## src/rtl/rc_pkg.sv

```systemverilog
package rc_pkg;
  typedef enum logic [3:0] {
    OP_HALT = 4'h0, OP_RET, OP_SHL, OP_SHR, OP_ROL, OP_ROR,
    OP_NAND, OP_AND, OP_OR, OP_XOR, OP_LOAD, OP_STORE,
    OP_BREQ, OP_BRNE, OP_CALEQ, OP_CALNE
  } opc_e;

  typedef enum logic [2:0] {
    ST_FETCH, ST_OPC, ST_ADHI, ST_ADLO, ST_EXEC, ST_LDWB, ST_HALT
  } state_e;

  // opcodes 0xA..0xF carry a two-byte address operand
  function automatic logic has_addr(logic [3:0] code);
    return code[3] & (code[2] | code[1]);
  endfunction
endpackage

```

## src/rtl/rc_alu.sv

```systemverilog
module rc_alu
  import rc_pkg::*;
#(
  parameter int DW = 8
) (
  input  opc_e          op,
  input  logic [DW-1:0] a,
  input  logic [DW-1:0] b,
  output logic [DW-1:0] res
);
  always_comb begin
    case (op)
      OP_SHL:  res = {a[DW-2:0], 1'b0};
      OP_SHR:  res = {1'b0, a[DW-1:1]};
      OP_ROL:  res = {a[DW-2:0], a[DW-1]};
      OP_ROR:  res = {a[0], a[DW-1:1]};
      OP_NAND: res = ~(a & b);
      OP_AND:  res = a & b;
      OP_OR:   res = a | b;
      OP_XOR:  res = a ^ b;
      default: res = a;
    endcase
  end

  always_comb begin

    if (op == OP_ROL || op == OP_ROR)
      rot_popcount_chk: assert ($countones(res) == $countones(a));
  end
endmodule

```

## src/rtl/rc_regfile.sv

```systemverilog
module rc_regfile #(
  parameter int DW   = 8,
  parameter int NREG = 4,
  localparam int IW  = $clog2(NREG)
) (
  input  logic          clk,
  input  logic          we,
  input  logic [IW-1:0] waddr,
  input  logic [DW-1:0] wdata,
  input  logic [IW-1:0] ra,
  input  logic [IW-1:0] rb,
  output logic [DW-1:0] rdata_a,
  output logic [DW-1:0] rdata_b
);
  logic [NREG-1:0][DW-1:0] bank;

  for (genvar i = 0; i < NREG; i++) begin : g_reg
    logic [DW-1:0] val;
    always_ff @(posedge clk) begin
      if (we && waddr == IW'(i)) val <= wdata;
    end
    assign bank[i] = val;
  end

  assign rdata_a = bank[ra];
  assign rdata_b = bank[rb];
endmodule

```

## src/rtl/rc_retstack.sv

```systemverilog
module rc_retstack #(
  parameter int AW   = 16,
  parameter int DLOG = 4,
  localparam int DEPTH = 1 << DLOG
) (
  input  logic            clk,
  input  logic            we,
  input  logic [DLOG-1:0] waddr,
  input  logic [AW-1:0]   wdata,
  input  logic [DLOG-1:0] raddr,
  output logic [AW-1:0]   rdata
);
  logic [AW-1:0] ram [DEPTH];

  always_ff @(posedge clk) begin
    if (we) ram[waddr] <= wdata;
  end

  assign rdata = ram[raddr];
endmodule

```

## src/rtl/rc_core.sv

```systemverilog
module rc_core
  import rc_pkg::*;
#(
  parameter int DW     = 8,
  parameter int AW     = 16,
  parameter int NREG   = 4,
  parameter int RS_LOG = 4,
  parameter logic [AW-1:0] DEV_BASE  = 16'hFFF0,
  parameter logic [AW-1:0] PORT_ADDR = 16'hFFFF,
  parameter logic [AW-1:0] RP_START  = 16'hFFF0
) (
  input  logic          clk,
  input  logic          rst_n,
  output logic [AW-1:0] mem_addr,
  output logic          mem_rd,
  output logic          mem_wr,
  output logic [DW-1:0] mem_wdata,
  input  logic [DW-1:0] mem_rdata,
  input  logic          in_valid,
  output logic          in_ready,
  input  logic [DW-1:0] in_data,
  output logic          out_valid,
  input  logic          out_ready,
  output logic [DW-1:0] out_data,
  output logic          halted
);
  localparam int RIW = $clog2(NREG);

  state_e        st;
  logic [AW-1:0] ip, rp, opaddr;
  logic [DW-1:0] ir;
  opc_e          op;
  logic [RIW-1:0] fx, fy;
  logic [DW-1:0] rx, ry, alu_res, rf_wd;
  logic          rf_we, rs_we, is_port, is_dev, eq, cond;
  logic [AW-1:0] rs_rdata, rp_dec;

  assign op      = opc_e'(ir[DW-1:DW-4]);
  assign fx      = ir[2*RIW-1:RIW];
  assign fy      = ir[RIW-1:0];
  assign is_port = (opaddr == PORT_ADDR);
  assign is_dev  = (opaddr >= DEV_BASE);
  assign eq      = (rx == ry);
  assign cond    = op[0] ? !eq : eq;
  assign rp_dec  = rp - AW'(1);

  rc_regfile #(.DW(DW), .NREG(NREG)) rf_i (
    .clk(clk), .we(rf_we), .waddr(fx), .wdata(rf_wd),
    .ra(fx), .rb(fy), .rdata_a(rx), .rdata_b(ry)
  );

  rc_alu #(.DW(DW)) alu_i (.op(op), .a(rx), .b(ry), .res(alu_res));

  rc_retstack #(.AW(AW), .DLOG(RS_LOG)) rs_i (
    .clk(clk), .we(rs_we), .waddr(rp_dec[RS_LOG-1:0]), .wdata(ip),
    .raddr(rp[RS_LOG-1:0]), .rdata(rs_rdata)
  );

  always_comb begin
    mem_rd    = 1'b0;
    mem_wr    = 1'b0;
    mem_addr  = ip;
    mem_wdata = rx;
    in_ready  = 1'b0;
    out_valid = 1'b0;
    rf_we     = 1'b0;
    rf_wd     = alu_res;
    rs_we     = 1'b0;
    case (st)
      ST_FETCH: mem_rd = 1'b1;
      ST_OPC:   mem_rd = has_addr(mem_rdata[DW-1:DW-4]);
      ST_ADHI:  mem_rd = 1'b1;
      ST_EXEC: begin
        case (op)
          OP_SHL, OP_SHR, OP_ROL, OP_ROR,
          OP_NAND, OP_AND, OP_OR, OP_XOR: rf_we = 1'b1;
          OP_LOAD: begin
            if (is_port) begin
              in_ready = 1'b1;
              rf_we    = in_valid;
              rf_wd    = in_data;
            end else if (is_dev) begin
              rf_we = 1'b1;
              rf_wd = '0;
            end else begin
              mem_rd   = 1'b1;
              mem_addr = opaddr;
            end
          end
          OP_STORE: begin
            if (is_port) out_valid = 1'b1;
            else if (!is_dev) begin
              mem_wr   = 1'b1;
              mem_addr = opaddr;
            end
          end
          OP_CALEQ, OP_CALNE: rs_we = cond;
          default: ;
        endcase
      end
      ST_LDWB: begin
        rf_we = 1'b1;
        rf_wd = mem_rdata;
      end
      default: ;
    endcase
  end

  assign out_data = rx;
  assign halted   = (st == ST_HALT);

  always_ff @(posedge clk or negedge rst_n) begin
    if (!rst_n) begin
      st     <= ST_FETCH;
      ip     <= '0;
      rp     <= RP_START;
      ir     <= '0;
      opaddr <= '0;
    end else begin
      case (st)
        ST_FETCH: begin
          ip <= ip + AW'(1);
          st <= ST_OPC;
        end
        ST_OPC: begin
          ir <= mem_rdata;
          if (has_addr(mem_rdata[DW-1:DW-4])) begin
            ip <= ip + AW'(1);
            st <= ST_ADHI;
          end else begin
            st <= ST_EXEC;
          end
        end
        ST_ADHI: begin
          opaddr[AW-1:AW-DW] <= mem_rdata;
          ip <= ip + AW'(1);
          st <= ST_ADLO;
        end
        ST_ADLO: begin
          opaddr[DW-1:0] <= mem_rdata;
          st <= ST_EXEC;
        end
        ST_EXEC: begin
          st <= ST_FETCH;
          case (op)
            OP_HALT: st <= ST_HALT;
            OP_RET: begin
              ip <= rs_rdata;
              rp <= rp + AW'(1);
            end
            OP_LOAD: begin
              if (is_port) begin
                if (!in_valid) st <= ST_EXEC;
              end else if (!is_dev) begin
                st <= ST_LDWB;
              end
            end
            OP_STORE: if (is_port && !out_ready) st <= ST_EXEC;
            OP_BREQ, OP_BRNE: if (cond) ip <= opaddr;
            OP_CALEQ, OP_CALNE: begin
              if (cond) begin
                ip <= opaddr;
                rp <= rp_dec;
              end
            end
            default: ;
          endcase
        end
        ST_LDWB: st <= ST_FETCH;
        ST_HALT: st <= ST_HALT;
        default: st <= ST_FETCH;
      endcase
    end
  end


  strobe_excl_chk: assert property (@(posedge clk) disable iff (!rst_n)
    !(mem_rd && mem_wr));


  dev_window_chk: assert property (@(posedge clk) disable iff (!rst_n)
    mem_wr |-> (mem_addr < DEV_BASE));


  halt_sticky_chk: assert property (@(posedge clk) disable iff (!rst_n)
    halted |=> (halted && !mem_rd && !mem_wr));


  out_hold_chk: assert property (@(posedge clk) disable iff (!rst_n)
    (out_valid && !out_ready) |=> (out_valid && $stable(out_data)));


  in_wait_chk: assert property (@(posedge clk) disable iff (!rst_n)
    (in_ready && !in_valid) |=> in_ready);


  rp_step_chk: assert property (@(posedge clk) disable iff (!rst_n)
    !$stable(rp) |-> ((rp == $past(rp) + AW'(1)) || (rp == $past(rp) - AW'(1))));
endmodule

```

## config.mk

```make
export PLATFORM = sky130hd
export DESIGN_NAME = rc_core
export DESIGN_NICKNAME = d
export VERILOG_FILES = /design/src/rtl/rc_pkg.sv /design/src/rtl/rc_alu.sv /design/src/rtl/rc_regfile.sv /design/src/rtl/rc_retstack.sv /design/src/rtl/rc_core.sv
export SDC_FILE = /design/constraint.sdc
export NUM_CORES = 1
export LEC_CHECK = 0
export BUFFER_PORTS_ARGS = -buffer_cell sky130_fd_sc_hd__buf_2
export CAP_MARGIN = 10
export CORE_ASPECT_RATIO = 0.7
export CORE_MARGIN = 2
export CORE_UTILIZATION = 45
export CTS_CLUSTER_SIZE = 40
export DETAILED_ROUTE_END_ITERATION = 8
export PLACE_DENSITY = 0.73
export SYNTH_ARGS = -nofsm -noshare
export SYNTH_HDL_FRONTEND = slang
export SYNTH_SLANG_ARGS = --single-unit
```

## constraint.sdc

```tcl
create_clock -name clk -period 9.6 [get_ports clk]
set_input_delay 0.96 -clock clk [delete_from_list [all_inputs] [get_ports clk]]
set_output_delay 0.96 -clock clk [all_outputs]
set_load 0.01 [all_outputs]
```

==> out/results.tsv, run 1 <==
stage	metric	value	unit
yosys	synth_fa_ha_area_share	1.853	%
yosys	yosys.area_share.simple	7.918	%
grt	use_met1	36.63	%
timing	setup_viol	0	
pwr	power_leakage	5.392	nW
pwr	power_density	163.4	nW/um2
worst_setup_path	crit_slowest_cell	dfrtp_1	
placement	place.gp.congestion	0.9832	
timing	rsz0062_at_grt	no	
drt	wl	40.79	mm
min_path	min_path_type	primary input to async pin	
status	status	finished clean	
drt	drt_pass1_iterations	5	
clock_network	cts_tree	built	
placement	dpl_cell_area	16140	um2
worst_setup_path	cp_cell_sequence	mux2_2 -> o21ai_0 -> ha_1 -> nor4_2 -> nand3_1 -> a211oi_2 -> nand2_1 -> nor2b_2	
yosys	synthXorXnorAreaFrac	0.5638	%
placement	dpl.hpwl	27.43	mm
yosys	synth.avg_cell_area	14.68	um2
yosys	yosys.cell_count.top_type	edfxtp_1	
yosys	ys_types	78	
drt	vias_per_cell	6.286	
grt	met3_usage	5.591	%
yosys	synth_compound_area_share	8.635	%
placement	place_inst	1521	
placement	portBuffers	56	
cells_and_area	antenna_cells	0	
clock_network	htreeDepth	1	
grt	busiest_layer	met1	
yosys	synthFlopType	edfxtp_1	
cells_and_area	area_growth	10.41	%
cells_and_area	nNetsFinal	1133	
clock_network	clk_pin_slew	0.07	ns
grt	antenna_found_initial	0	
worst_setup_path	cp_slowest_stage_delay	0.80	ns
worst_setup_path	crit_arrival	4.77	ns
yosys	synth_seq_area_share	63.25	%
die	dieArea	36040	um2
yosys	yosysWarnings	0	
clock_network	clockBufferDepth	3	
cells_and_area	fin_area	17150	um2
timing	fmax	218.0	MHz
grt	overflow	0	
worst_setup_path	end_kind	flop	
grt	grt_usage	22.84	%
clock_network	cts_root_buf	clkbuf_16	
worst_setup_path	critPathTopFamily	simple AND/OR/NAND/NOR gates	
grt	grt_pass1_wl	61.23	mm
timing	setup_tns	0	ns
timing	worst_clock_skew	0.02647	ns
yosys	synth_mux_area_share	14.61	%
cells_and_area	finalNonFillerCells	1579	
timing	slew_headroom	29.65	%
yosys	synth_area	15530	um2
die	core	33770	um2
job	max-cap-violations	0	
yosys	synthTopCellsByArea	edfxtp_1 56%, dfrtp_1 7.6%, mux4_2 7.1%	
yosys	synth_edf_count	288	
worst_setup_path	worstPathMaxFanout	16	
worst_setup_path	crit_type	flop to flop	
grt	grtUsageMet2	30.98	%
drt	drt_iter0_markers	1557	
pwr	power	2.803	mW
yosys	synth_top_family_by_area	multiplexers	
worst_setup_path	start_kind	flop	
die	rows	56	
timing	maxSlewViolCount	0	
yosys	ys_seq_elements	335	
clock_network	hold_buffers	0	
clock_network	cts_buffers	31	
drt	wl_per_cell	25.83	um
cells_and_area	drive_gt1_share	22.42	%
cells_and_area	utilization	50.78	%
die	die_w	226.1	um
yosys	synthArstFlopShare	14.03	%
worst_setup_path	cp.buffers_inverters	0	
timing	hold_violations	0	
drt	drtAntennaViolNets	0	
yosys	synthTopCellsByCount	288 x edfxtp_1, 73 x nand2_1, 54 x nor2_1	
yosys	synth_top_area_share	55.67	%
timing	fin_ws	5.013	ns
clock_network	clock_latency	0.58	ns
yosys	synth_top_area_cell	edfxtp_1	
timing	whs	0.4736	ns
timing	worstMarginPinSlew	1.053	ns
placement	post-place-ws	5.041	ns
yosys	syn_nets	1101	
die	ioPinCount	57	
pwr	ir_worst_vdd	0.1361	mV
yosys	postSynthCellCount	1058	
worst_setup_path	required	9.79	ns
clock_network	clock_sinks	335	
die	initial_core_util	46.00	%
clock_network	cts_resized	0	
grt	grt_pass1_vias	9316	
timing	timing.final.crit_share	47.78	%
grt	grt_max_degree	54	
drt	vias	9926	
die	die_y	159.4	um
drt	drcViolationCount	0	
clock_network	post-cts-setup-buffers	0	
timing	period_minus_slack	4.587	ns
[final timing paths]
kind	start	to	slack [ns]	cells past startpoint
max	ir[3]$_DFFE_PN0N_	rs_i.ram[7][4]$_DFFE_PP_	5.01	8
min	rst_n	ir[6]$_DFFE_PN0N_	0.47	2
max reg2reg	ir[3]$_DFFE_PN0N_	rs_i.ram[7][4]$_DFFE_PP_	5.01	8
min reg2reg	opaddr[6]$_DFFE_PN0N_	opaddr[6]$_DFFE_PN0N_	0.61	1
max in group asynchronous	rst_n	rp[0]$_DFFE_PN0P_	8.64	2
min in group clk	opaddr[6]$_DFFE_PN0N_	opaddr[6]$_DFFE_PN0N_	0.61	1
[worst reg2reg max path, delay by kind of cell, from the launching register on]
kind / cells / cell delay [ns]
simple gates: 4 / 1.62
compound gates: 2 / 0.99
mux: 1 / 0.43
flops: 1 / 0.80
fa+ha+maj: 1 / 0.36
[power breakdown]
group	switching (mW)	internal, mW
clock network	0.528	0.698
registers	0.00247	1.56
logic	0.00930	0.00449
total	0.540	2.26
[registers in the layout, summed over array words and instances (netlist names)]
name,flops
rp,4
ir,8
opaddr,16
ip,16
st,3
rf_i.g.val,32
rs_i.ram,256
[final cells by class]
type	instances	area, um2
multi-input cells	625	5241
inverters	26	97.59
well taps	464	580.6
clock buffers	35	790.8
fillers	2804	16620
flip-flops and latches	335	9831
repair buffers	71	392.9
clock inverters	23	216.5
[kinds of logic after synthesis]
group | Yosys count
buffers and inverters | 98
multiplexers | 150
XOR/XNOR | 10
flip-flops | 335
adder cells (fa/ha/maj) | 23
AND/OR/NAND/NOR | 245
AO/OA/AOI/OAI | 197
[metal layers]
| layer | part of all wire (%) | up-vias |
|---|---|---|
| met1 | 43 | 4940 |
| met4 | 2.6 | 0 |
| met3 | 13 | 92 |
| met2 | 41 | 670 |
| li1 | - | 4224 |
| met5 | 0 | - |
[layout by cell type, fill, tap and decap left out, types with 8 or more instances in the layout]
cell,count
edfxtp_1,288
nand2_1,73
buf_2,56
nor2_1,54
mux2_2,51
mux4_2,49
o21ai_0,48
dfrtp_1,44
mux2i_1,42
a21oi_1,40
clkbuf_16,31
inv_1,24
ha_1,23
nand3_1,19
nor3_1,15
nand4_1,15
buf_4,15
o221ai_1,12
a221oi_1,12
and3_1,10
clkinv_2,10
o22ai_1,9
xnor2_1,9
nor2b_1,9
a22oi_1,9
nor2b_2,8
Note: power is estimated with default switching activity, not from simulation.
==> run 2, diff against run 1 <==
==> constraint.sdc (replaced) <==
create_clock -name clk -period 4.7 [get_ports clk]
set_input_delay 0.47 -clock clk [delete_from_list [all_inputs] [get_ports clk]]
set_output_delay 0.47 -clock clk [all_outputs]
set_load 0.01 [all_outputs]
==> out/results.tsv, run 2 (synthesis gave the netlist of run 1 again) <==
stage	metric	value	unit	change
drt	drtAntennaViolNets	0		unchanged
clock_network	clock_sinks	335		unchanged
pwr	clock_power_share	45.1	%	was 43.7%
die	die_y	159.4	um	unchanged
drt	vias_per_cell	6.237		was 6.286
grt	grt_pass1_wl	62.49	mm	was 61.23 mm
timing	worstMarginPinSlew	1.007	ns	was 1.053 ns
cells_and_area	largest_reg_flops	256		unchanged
clock_network	cts_resized	0		unchanged
clock_network	clockBufferDepth	3		unchanged
worst_setup_path	worstSetupStartpoint	ir[2]$_DFFE_PN0N_		was ir[3]$_DFFE_PN0N_
timing	slew_headroom	32.85	%	was 29.65%
cells_and_area	multiInputGateArea	5241	um2	unchanged
die	dieArea	36040	um2	unchanged
placement	place_inst	1540		was 1521
cells_and_area	drive_gt1_share	23.96	%	was 22.42%
timing	fmax	237.7	MHz	was 218.0 MHz
clock_network	cts_buffers	34		was 31
grt	grt_max_degree	48		was 54
drt	vias	9955		was 9926
die	initial_core_util	46.00	%	unchanged
placement	place.gp.congestion	0.9741		was 0.9832
worst_setup_path	start_kind	flop		unchanged
timing	hold_violations	0		unchanged
worst_setup_path	crit_type	flop to flop		unchanged
placement	portBuffers	56		unchanged
pwr	ir_worst_vdd	0.3060	mV	was 0.1361 mV
status	status	finished clean		unchanged
cells_and_area	largest_register	rs_i.ram		unchanged
clock_network	htreeDepth	2		was 1
drt	drcViolationCount	0		unchanged
cells_and_area	nNetsFinal	1155		was 1133
grt	grt_pass1_vias	9265		was 9316
pwr	seqPwrFrac	54.4	%	was 55.8%
clock_network	hold_buffers	0		unchanged
cells_and_area	final_common_cell	edfxtp_1		unchanged
clock_network	post-cts-setup-buffers	0		unchanged
pwr	p_int	4.720	mW	was 2.263 mW
clock_network	clk_pin_slew	0.06	ns	was 0.07 ns
pwr	power_leakage	5.516	nW	was 5.392 nW
drt	wl_per_cell	26.55	um	was 25.83 um
die	die_w	226.1	um	unchanged
worst_setup_path	crit_arrival	4.41	ns	was 4.77 ns
pwr	p_sw	1.151	mW	was 540.0 uW
grt	antenna_found_initial	0		unchanged
drt	drt_iter0_markers	1400		was 1557
timing	rsz0062_at_grt	no		unchanged
timing	maxSlewViolCount	0		unchanged
placement	dpl.hpwl	28.72	mm	was 27.43 mm
pwr	switching_share	19.60	%	was 19.26%
worst_setup_path	end_kind	flop		unchanged
die	core	33770	um2	unchanged
die	ioPinCount	57		unchanged
job	max-cap-violations	0		unchanged
cells_and_area	final-seq-area	9831	um2	unchanged
clock_network	cts_tree	built		unchanged
timing	timing.final.crit_share	89.52	%	was 47.78%
worst_setup_path	crit_slowest_cell	dfrtp_1		unchanged
cells_and_area	n_fill_cell	2797		was 2804
worst_setup_path	required	4.90	ns	was 9.79 ns
worst_setup_path	r2r_slack	0.49	ns	was 5.01 ns
die	rows	56		unchanged
grt	overflow	0		unchanged
timing	setup_tns	0	ns	unchanged
grt	grt_usage	23.64	%	was 22.84%
cells_and_area	top_regs	rs_i.ram: 256 flops, rf_i.g.val: 32 flops		unchanged
pwr	combPwrFrac	0.5	%	about the same
worst_setup_path	cp_slowest_stage_delay	0.81	ns	was 0.80 ns
min_path	min_path_type	primary input to async pin		unchanged
worst_setup_path	worstPathMaxFanout	18		was 16
clock_network	cts_root_buf	clkbuf_16		unchanged
worst_setup_path	worstReg2RegStart	ir[2]$_DFFE_PN0N_		was ir[3]$_DFFE_PN0N_
clock_network	clock_latency	0.54	ns	was 0.58 ns
cells_and_area	area_growth	11.76	%	was 10.41%
cells_and_area	finalNonFillerCells	1596		was 1579
timing	period_minus_slack	4.208	ns	was 4.587 ns
worst_setup_path	cp_cell_sequence	mux4_2 -> inv_1 -> ha_1 -> nor4_2 -> nand3_1 -> a211oi_2 -> nand2_1 -> nor2b_2 -> buf_4		was mux2_2 -> o21ai_0 -> ha_1 -> nor4_2 -> nand3_1 -> a211oi_2 -> nand2_1 -> nor2b_2
cells_and_area	layout_common_cells	288 x edfxtp_1, 73 x nand2_1, 56 x buf_2, 54 x nor2_1, 51 x mux2_2		unchanged
pwr	power_density	338.2	nW/um2	was 163.4 nW/um2
timing	worst_clock_skew	0.02615	ns	was 0.02647 ns
drt	wl	42.37	mm	was 40.79 mm
timing	setup_viol	0		unchanged
drt	drt_pass1_iterations	5		unchanged
==> run 2: metal layers <==
layer / vias to the layer above / track usage (%) / wire length, um / share of wire [%]
li1: 4265 / - / - / -
met1: 4984 / 36.27 / 18230 / 43
met2: 620 / 31.71 / 17640 / 42
met3: 86 / 8.156 / 5392 / 13
met4: 0 / 6.459 / 1111 / 2.6
met5: - / 0 / 0 / 0
==> run 2: path summary, 6_finish.rpt <==
| kind | to | cells after the start |
|---|---|---|
| setup / recovery | rs_i.ram[4][14]$_DFFE_PP_ | 9 |
| setup reg to reg | rs_i.ram[4][14]$_DFFE_PP_ | 9 |
| hold reg to reg | opaddr[1]$_DFFE_PN0N_ | 1 |
| min in group clk | ir[7]$_DFFE_PN0N_ | 3 |
| max in group asynchronous | rp[0]$_DFFE_PN0P_ | 2 |
| hold / removal | st[1]$_DFF_PN0_ | 2 |
==> run 2: final cells by class <==
cell class	count	area share [%]
Multi-Input combinational cell	625	30.19
Tap cell	464	3.344
Sequential cell	335	56.63
Antenna cell	1	0.01441
Timing Repair Buffer	90	3.085
Clock inverter	18	1.095
Inverter	26	0.5622
Clock buffer	37	5.081
==> run 2: worst max-delay path, delay by kind of cell (launching register included) <==
kind,cells,cell delay (ns)
AO/OA/AOI/OAI,1,0.66
adder cells (fa/ha/maj),1,0.26
buffers and inverters,2,0.44
flip-flops,1,0.81
multiplexers,1,0.70
AND/OR/NAND/NOR,4,1.01
==> run 2: power groups by stage <==
stage	Combinational (mW)	Sequential (mW)	Clock [mW]
after floorplan	0.00410	3.25	0
after global placement	0.0288	3.26	0
after detailed placement	0.0289	3.26	0
after CTS	0.0291	3.19	2.68
after global routing	0.0309	3.19	2.80
final	0.0287	3.19	2.65
==> run 2: per-stage QoR <==
step	instance area [um2]	hold WS, ns	total power [mW]	setup WS [ns]	util [%]
floorplan	15530	0.1744	3.258	0.9067	-
global placement	16290	0.5897	3.285	0.6684	48.22
detailed placement	16290	0.5867	3.286	0.5629	48.22
CTS	17360	0.06130	5.906	0.5398	51.40
global route	17360	0.08261	6.023	0.2580	51.40
finish	17360	0.04434	5.871	0.4924	51.40
==> run 3, diff against run 2 <==
==> constraint.sdc (replaced) <==
create_clock -name clk -period 4.16 [get_ports clk]
set_input_delay 0.416 -clock clk [delete_from_list [all_inputs] [get_ports clk]]
set_output_delay 0.416 -clock clk [all_outputs]
set_load 0.01 [all_outputs]
==> out/results.tsv, run 3 (synthesis gave the netlist of run 1 again) <==
stage	metric	value	unit	change
status	status	finished clean		unchanged
drt	vias	10240		was 9955
clock_network	cts_root_buf	clkbuf_16		unchanged
pwr	power_density	374.7	nW/um2	was 338.2 nW/um2
worst_setup_path	worstPathMaxFanout	14		was 18
pwr	power_leakage	5.630	nW	was 5.516 nW
drt	drt_pass1_iterations	6		was 5
cells_and_area	drive_gt1_share	24.65	%	was 23.96%
cells_and_area	layout_common_cells	288 x edfxtp_1, 73 x nand2_1, 56 x buf_2, 54 x nor2_1, 51 x mux2_2		unchanged
timing	setup_viol	0		unchanged
timing	maxSlewViolCount	0		unchanged
worst_setup_path	crit_arrival	3.99	ns	was 4.41 ns
drt	drcViolationCount	0		unchanged
job	max-cap-violations	0		unchanged
cells_and_area	top_regs	rs_i.ram: 256 flops, rf_i.g.val: 32 flops		unchanged
drt	vias_per_cell	6.334		was 6.237
grt	antenna_found_initial	0		unchanged
worst_setup_path	required	4.38	ns	was 4.90 ns
clock_network	cts_tree	built		unchanged
timing	fmax	265.4	MHz	was 237.7 MHz
drt	drtAntennaViolNets	0		unchanged
timing	period_minus_slack	3.768	ns	was 4.208 ns
min_path	min_path_type	primary input to async pin		unchanged
cells_and_area	utilization	52.02	%	was 51.40%
worst_setup_path	start_kind	flop		unchanged
pwr	clock_power_share	44.7	%	was 45.1%
pwr	combPwrFrac	0.5	%	about the same
die	dieArea	36040	um2	unchanged
pwr	p_int	5.315	mW	was 4.720 mW
clock_network	clk_pin_slew	0.06	ns	about the same
placement	portBuffers	56		unchanged
die	die_w	226.1	um	unchanged
grt	grt_pass1_vias	9634		was 9265
cells_and_area	area_growth	13.09	%	was 11.76%
clock_network	cts_buffers	34		unchanged
timing	worstMarginPinSlew	1.189	ns	was 1.007 ns
timing	worst_clock_skew	0.01207	ns	was 0.02615 ns
grt	grt_pass1_wl	64.44	mm	was 62.49 mm
clock_network	clock_sinks	335		unchanged
worst_setup_path	crit_slowest_cell	dfrtp_1		unchanged
pwr	p_sw	1.266	mW	was 1.151 mW
cells_and_area	largest_reg_flops	256		unchanged
die	die_y	159.4	um	unchanged
clock_network	clockBufferDepth	3		unchanged
pwr	seqPwrFrac	54.8	%	was 54.4%
timing	rsz0062_at_grt	no		unchanged
die	core	33770	um2	unchanged
timing	slew_headroom	20.71	%	was 32.85%
cells_and_area	largest_register	rs_i.ram		unchanged
clock_network	htreeDepth	2		unchanged
worst_setup_path	cp_cell_sequence	mux4_2 -> inv_1 -> ha_1 -> nor4_2 -> nand3_1 -> a211oi_2 -> buf_4 -> nand2_1 -> nor2b_2 -> buf_12		was mux4_2 -> inv_1 -> ha_1 -> nor4_2 -> nand3_1 -> a211oi_2 -> nand2_1 -> nor2b_2 -> buf_4
timing	timing.final.crit_share	90.58	%	was 89.52%
placement	place.gp.congestion	0.9730		was 0.9741
clock_network	cts_resized	0		unchanged
timing	setup_tns	0	ns	unchanged
die	ioPinCount	57		unchanged
pwr	ir_worst_vdd	0.3093	mV	was 0.3060 mV
die	rows	56		unchanged
worst_setup_path	cp.buffers_inverters	3		was 2
worst_setup_path	critPathTopFamily	simple AND/OR/NAND/NOR gates		unchanged
pwr	switching_share	19.24	%	was 19.60%
timing	hold_violations	0		unchanged
cells_and_area	fin_area	17570	um2	was 17360 um2
grt	grt_max_degree	48		unchanged
cells_and_area	nNetsFinal	1174		was 1155
cells_and_area	antenna_cells	0		was 1
placement	dpl.hpwl	29.23	mm	was 28.72 mm
worst_setup_path	cp_slowest_stage_delay	0.68	ns	was 0.81 ns
clock_network	hold_buffers	0		unchanged
die	initial_core_util	46.00	%	unchanged
drt	drt_iter0_markers	1537		was 1400
grt	grt_usage	24.26	%	was 23.64%
placement	dpl_cell_area	16510	um2	was 16290 um2
drt	wl_per_cell	26.62	um	was 26.55 um
grt	overflow	0		unchanged
drt	wl	43.02	mm	was 42.37 mm
clock_network	clock_latency	0.52	ns	was 0.54 ns
cells_and_area	final_common_cell	edfxtp_1		unchanged
worst_setup_path	end_kind	flop		unchanged
worst_setup_path	crit_type	flop to flop		unchanged
clock_network	post-cts-setup-buffers	0		unchanged
-- run 3: worst paths after layout --
check | start | end | slack (ns) | cells after the start
max | ir[2]$_DFFE_PN0N_ | rs_i.ram[7][1]$_DFFE_PP_ | 0.39 | 10
min | rst_n | ir[7]$_DFFE_PN0N_ | 0.009 | 2
max reg2reg | ir[2]$_DFFE_PN0N_ | rs_i.ram[7][1]$_DFFE_PP_ | 0.39 | 10
min reg2reg | ir[3]$_DFFE_PN0N_ | ir[3]$_DFFE_PN0N_ | 0.61 | 1
max in group asynchronous | rst_n | rp[0]$_DFFE_PN0P_ | 3.66 | 2
min in group clk | mem_rdata[4] | ir[4]$_DFFE_PN0N_ | 0.20 | 3
-- run 3: layout make-up --
| type | instances | area, um2 |
|---|---|---|
| clock buffers | 42 | 923.4 |
| inverters | 26 | 97.59 |
| flip-flops and latches | 335 | 9831 |
| fillers | 2806 | 16210 |
| well taps | 464 | 580.6 |
| clock inverters | 15 | 132.6 |
| repair buffers | 109 | 765.7 |
| multi-input cells | 625 | 5236 |
-- run 3: power groups by stage --
| stage | sequential [mW] | combinational, mW | clock, mW |
|---|---|---|---|
| 4_1_cts | 3.61 | 0.0321 | 2.99 |
| 5_1_grt | 3.61 | 0.0347 | 3.13 |
| 2_1_floorplan | 3.68 | 0.00463 | 0 |
| 3_3_place_gp | 3.68 | 0.0319 | 0 |
| 3_5_place_dp | 3.68 | 0.0320 | 0 |
| 6_report | 3.61 | 0.0320 | 2.94 |
-- run 3: metal layers --
metal	wire length [um]	share of wire (%)	vias up	track usage (%)
met5	0	0	-	0
met1	19000	44	5173	38.69
met2	17760	41	648	32.49
met4	1393	3.2	0	7.506
li1	-	-	4319	-
met3	4864	11	95	5.721
-- run 3: per-stage QoR --
| step | instances | hold WS (ns) | setup WS [ns] | power (mW) |
|---|---|---|---|---|
| 2_1_floorplan | 1058 | 0.1204 | 0.3667 | 3.681 |
| 3_3_place_gp | 1559 | 0.5582 | 0.5870 | 3.710 |
| 3_5_place_dp | 1559 | 0.5616 | 0.4676 | 3.711 |
| 4_1_cts | 1616 | 0.01307 | 0.4565 | 6.634 |
| 5_1_grt | 1616 | 0.04454 | 0.2223 | 6.767 |
| 6_report | 1616 | 0.008968 | 0.3919 | 6.581 |
